<file path="src/rtl/adc_fmt_sel_pkg.sv">
package adc_fmt_sel_pkg;

  typedef enum logic [1:0] {
    CODE_OFFSET = 2'd0,
    CODE_TWOS   = 2'd1,
    CODE_GRAY   = 2'd2
  } code_e;

  localparam logic [2:0] FLD_STRAP  = 3'b000;
  localparam logic [2:0] FLD_TWOS   = 3'b001;
  localparam logic [2:0] FLD_GRAY   = 3'b010;
  localparam logic [2:0] FLD_OFFSET = 3'b100;

  localparam logic [1:0] STRAP_LOW  = 2'b00;
  localparam logic [1:0] STRAP_MID  = 2'b01;
  localparam logic [1:0] STRAP_HIGH = 2'b10;

  typedef struct packed {
    logic [2:0] drv;
    logic [2:0] fmt;
  } ctrl_t;

endpackage

</file>
<file path="src/rtl/adc_fmt_ctrl_reg.sv">
module adc_fmt_ctrl_reg
  import adc_fmt_sel_pkg::*;
#(
  parameter int ADDR_W    = 8,
  parameter int DATA_W    = 8,
  parameter logic [ADDR_W-1:0] CTRL_ADDR = 8'h1A,
  parameter int FMT_LSB   = 0,
  parameter int DRV_LSB   = 4
) (
  input  logic              clk,
  input  logic              rst,
  input  logic              wr_en,
  input  logic [ADDR_W-1:0] wr_addr,
  input  logic [DATA_W-1:0] wr_data,
  output ctrl_t             ctrl
);

  logic hit;
  assign hit = wr_en && (wr_addr == CTRL_ADDR);

  // soft reset deliberately not an input: the fields survive it
  always_ff @(posedge clk) begin
    if (rst) begin
      ctrl <= '0;
    end else if (hit) begin
      ctrl.fmt <= wr_data[FMT_LSB +: 3];
      ctrl.drv <= wr_data[DRV_LSB +: 3];
    end
  end

endmodule

</file>
<file path="src/rtl/adc_fmt_code_pick.sv">
module adc_fmt_code_pick
  import adc_fmt_sel_pkg::*;
(
  input  logic [2:0] fmt,
  input  logic [1:0] strap_lvl,
  output code_e      code
);

  code_e strap_code;

  always_comb begin
    case (strap_lvl)
      STRAP_MID:  strap_code = CODE_TWOS;
      STRAP_HIGH: strap_code = CODE_GRAY;
      default:    strap_code = CODE_OFFSET;
    endcase
  end

  always_comb begin
    case (fmt)
      FLD_STRAP:  code = strap_code;
      FLD_TWOS:   code = CODE_TWOS;
      FLD_GRAY:   code = CODE_GRAY;
      default:    code = CODE_OFFSET;
    endcase
  end

endmodule

</file>
<file path="src/rtl/adc_fmt_convert.sv">
module adc_fmt_convert
  import adc_fmt_sel_pkg::*;
#(
  parameter int W = 12
) (
  input  code_e        code,
  input  logic [W-1:0] din,
  output logic [W-1:0] dout
);

  logic [W-1:0] twos_w;
  logic [W-1:0] gray_w;

  assign twos_w = {~din[W-1], din[W-2:0]};

  genvar i;
  generate
    for (i = 0; i < W - 1; i++) begin : g_gray
      assign gray_w[i] = din[i] ^ din[i+1];
    end
  endgenerate
  assign gray_w[W-1] = din[W-1];

  always_comb begin
    case (code)
      CODE_TWOS: dout = twos_w;
      CODE_GRAY: dout = gray_w;
      default:   dout = din;
    endcase
  end

endmodule

</file>
<file path="src/rtl/adc_fmt_sel.sv">
module adc_fmt_sel
  import adc_fmt_sel_pkg::*;
#(
  parameter int W      = 12,
  parameter int ADDR_W = 8,
  parameter int DATA_W = 8,
  parameter logic [ADDR_W-1:0] CTRL_ADDR = 8'h1A
) (
  input  logic              clk,
  input  logic              rst,
  input  logic              soft_rst,
  input  logic              wr_en,
  input  logic [ADDR_W-1:0] wr_addr,
  input  logic [DATA_W-1:0] wr_data,
  input  logic [1:0]        strap_lvl,
  input  logic              smp_valid,
  input  logic [W-1:0]      smp_data,
  output logic              out_valid,
  output logic [W-1:0]      out_data,
  output logic [2:0]        fmt_field,
  output logic [2:0]        drv_mode
);

  ctrl_t        ctrl;
  code_e        code;
  logic [W-1:0] conv;

  adc_fmt_ctrl_reg #(
    .ADDR_W(ADDR_W), .DATA_W(DATA_W), .CTRL_ADDR(CTRL_ADDR),
    .FMT_LSB(0), .DRV_LSB(4)
  ) u_reg (
    .clk(clk), .rst(rst), .wr_en(wr_en),
    .wr_addr(wr_addr), .wr_data(wr_data), .ctrl(ctrl)
  );

  adc_fmt_code_pick u_pick (
    .fmt(ctrl.fmt), .strap_lvl(strap_lvl), .code(code)
  );

  adc_fmt_convert #(.W(W)) u_conv (
    .code(code), .din(smp_data), .dout(conv)
  );

  always_ff @(posedge clk) begin
    if (rst || soft_rst) begin
      out_valid <= 1'b0;
      out_data  <= '0;
    end else begin
      out_valid <= smp_valid;
      if (smp_valid) out_data <= conv;
    end
  end

  assign fmt_field = ctrl.fmt;
  assign drv_mode  = ctrl.drv;

endmodule

</file>
<file path="config.mk">
export PLATFORM = sky130hd
export DESIGN_NAME = adc_fmt_sel
export DESIGN_NICKNAME = d
export VERILOG_FILES = /design/src/rtl/adc_fmt_sel_pkg.sv /design/src/rtl/adc_fmt_ctrl_reg.sv /design/src/rtl/adc_fmt_code_pick.sv /design/src/rtl/adc_fmt_convert.sv /design/src/rtl/adc_fmt_sel.sv
export SDC_FILE = /design/constraint.sdc
export NUM_CORES = 1
export LEC_CHECK = 0
export BUFFER_PORTS_ARGS = -buffer_cell sky130_fd_sc_hd__buf_2
export CAP_MARGIN = 5
export CORE_MARGIN = 2
export CORE_UTILIZATION = 42
export CTS_CLUSTER_SIZE = 12
export DETAILED_ROUTE_END_ITERATION = 8
export PLACE_DENSITY = 0.75
export SYNTH_ARGS = -nofsm -noshare
export SYNTH_HDL_FRONTEND = slang
export SYNTH_HIERARCHICAL = 1
export SYNTH_SLANG_ARGS = --single-unit
</file>
<file path="constraint.sdc">
create_clock -name clk -period 1.7 [get_ports clk]
set_input_delay 0.255 -clock clk [delete_from_list [all_inputs] [get_ports clk]]
set_output_delay 0.255 -clock clk [all_outputs]
set_load 0.005 [all_outputs]
</file>
==> flow_summary.toml <==
[status]
outcome = "completed"

[run]
max_cap_violations = 0

[timing]
rsz0062_at_grt = "yes"
slew_headroom = 0.750
period_needed_ps = 1680
drv_slew = 0
hold_viol = 0
worst_slew_pin_slew_ps = 375
finalSetupViolCount = 0
post-route-period-util = 0.985
fmax_mhz = 597
clock-skew-final_ps = 1.54

[synth]
yosysWarnings = 6
synth_area_um2 = 1250
syn_area_per_cell_um2 = 9.24
yosys-top-cells-area = "dfxtp_1 (30%), mux2i_1 (14%), nand4bb_1 (9.9%)"
synth_top_cell_area_share = 0.305
synth_top_area_cell = "dfxtp_1"
syn-instance-count = 135
ys_seq_area_frac = 0.305
synth_seq_cells = 19
synth_nets = 173
synth_cell_type_count = 25

[floorplan]
row_count = 19
die-area_um2 = 3420
die_width_um = 58.5
ioPinCount = 54
coreArea_um2 = 2780
start_util = 0.448
die_y_um = 58.5

[critical_path]
r2r_cells = 9
cp-start-kind = "flip-flop"
crit_arrival_ps = 1870
worstSetupPathType = "reg -> reg"
cp.required_ps = 1900
path_max_fanout = 6
endpoint_kind = "flip-flop"
r2r-start = "u_reg/ctrl[2]"
r2r_end = "out_data[9]"
reg2reg_slack_ps = 20

[route]
drtIter0Drc = 30
drc = 0
avgViaCountPerCell = 5.32
vias = 1160
route.detailed.wl_per_inst_um = 13.1
routed_wl_mm = 2.87
dr.pass1.iters = 4
ant_nets = 0

[final_layout]
nets = 226
final-seq-area_um2 = 385
antennaDiodeCount = 0
finish.instance_area_um2 = 1650
syn_to_final_growth_pct = 32.2
drive_gt1_frac = 0.412
multi_input_area_um2 = 825
fill_cells = 249

[grt]
grt_pass1_vias = 1061
grt_pass1_wl_mm = 4.51
grt.overflow.total = 0
grt_use_total = 0.170
antenna_found_initial = 0
grt_start_max_net_pins = 17

[power_and_ir_drop]
power_mw = 0.966
p_per_area_nw_per_um2 = 586
ir_worst_vdd_mv = 0.452
power_leakage_nw = 0.752

[clock_network]
cts-htree-levels = 1
cts.clk_slew.worst_paths_ps = 110
clk_latency_ps = 290
cts_root_buffer = "clkbuf_4"
cts-buffers-inserted = 3
cts_buffer_depth = 2
cts_tree = "done"
cts.sinks = 19

[placed_design]
place_hpwl_mm = 2.05
placed_cell_area_um2 = 1470
port_buffers = 51
gp_congestion = 0.796

[min_path]
whs_endpoint = "u_reg/ctrl[1]"
hold_start = "wr_data[1]"
hold_path_depth = 3
hold_class = "in -> reg"
==> critical path: stages (launching register included) <==
cell and delay, ps:
dfxtp_4 380, nor2_4 90, o21a_1 180, inv_2 60, ha_4 250, clkbuf_16 170, o21ai_1 140, o211ai_1 120
mux2i_1 140, nor2_1 50
==> kinds of logic (layout without fill, tap and decap cells) <==
logic type	Yosys count	after routing	synth area share
muxes	18	18	0.144
buffers and inverters	14	66	0.0943
AOI/OAI and AO/OA	16	16	0.0722
DFF	19	19	0.305
adders and majority gates	3	3	0.0301
and+or+nand+nor	65	65	0.354
==> cells in the final DEF (no fill, tap or decap), drive strengths merged, types with 2 or more instances in the layout <==
| cell type | n |
|---|---|
| nor2 | 15 |
| o21a | 2 |
| ha | 3 |
| nand3 | 10 |
| dfxtp | 19 |
| nand2b | 12 |
| mux2i | 18 |
| nand3b | 10 |
| buf | 56 |
| nor2b | 2 |
| inv | 4 |
| o21ai | 12 |
| clkbuf | 5 |
| nand4bb | 11 |
==> timing repair <==
item / 4_1_cts / 5_1_grt
pin swaps: 0 / 7
hold buffers: 0 / 0
setup endpoints to repair: 12 / 12
setup buffers: 1 / 0
resized for setup: 7 / 24
gates cloned: 0 / 2
==> area by class of cell <==
| cell class | instances | area share |
|---|---|---|
| sequential | 19 | 0.234 |
| inverter | 4 | 0.00910 |
| tap | 31 | 0.0235 |
| clock buffer | 3 | 0.0137 |
| multi-input combinational | 102 | 0.500 |
| clock inverter | 1 | 0.00303 |
| timing repair buffer | 58 | 0.217 |
==> metal layers <==
metal / share of wire / track usage / vias up / wire length (µm)
met5: 0 / 0 / - / 0
met4: 0.015 / 0.0997 / 0 / 43
met3: 0.059 / 0.0286 / 4 / 168
met2: 0.51 / 0.274 / 38 / 1450
met1: 0.42 / 0.211 / 537 / 1200
li1: - / - / 581 / -
==> through the flow <==
stage | worst slack [ps] | hold slack, ps | utilization | std cells | setup TNS, ps
6_report | 25.0 | 202 | 0.593 | 218 | 0
5_1_grt | -95.2 | 204 | 0.593 | 218 | -745
4_1_cts | -2.64 | 188 | 0.543 | 216 | -4.93
3_5_place_dp | -111 | 469 | 0.528 | 211 | -551
3_3_place_gp | -20.2 | 454 | 0.528 | 211 | -44.4
2_1_floorplan | 53.6 | 410 | - | 135 | 0
==> power by group <==
part | switching, mW | internal [mW] | total, mW
clock | 0.142 | 0.0876 | 0.229
combinational | 0.122 | 0.155 | 0.277
sequential | 0.00504 | 0.455 | 0.460
total | 0.269 | 0.697 | 0.966
==> state kept, by name, summed over array words and instances (netlist names) <==
register and flops:
out_data 12, out_valid 1, u_reg/ctrl 6
==> cells in the mapped netlist (all sizes together) <==
library cell	count
o21a	2
nand4bb	11
buf	6
o211ai	1
mux2i	18
nor3b	1
ha	3
nand3	10
dfxtp	19
inv	4
o21ai	12
nand2	1
o31ai	1
and4b	1
nor4bb	1
nor2b	2
or2	1
nor2	15
clkbuf	4
nand3b	10
nand2b	12
==> worst max-delay path by stage <==
stage | from | endpoint | slack [ps] | cells past startpoint
floorplan | u_reg/ctrl[2] | out_data[10] | 50 | 9
global placement | strap_lvl[1] | out_data[10] | -20 | 10
detailed placement | strap_lvl[0] | out_data[10] | -110 | 10
CTS | u_reg/ctrl[2] | out_data[6] | -3 | 9
global route | u_reg/ctrl[2] | out_data[4] | -100 | 9
finish | u_reg/ctrl[2] | out_data[9] | 20 | 9
(Power assumes the default switching activity.)
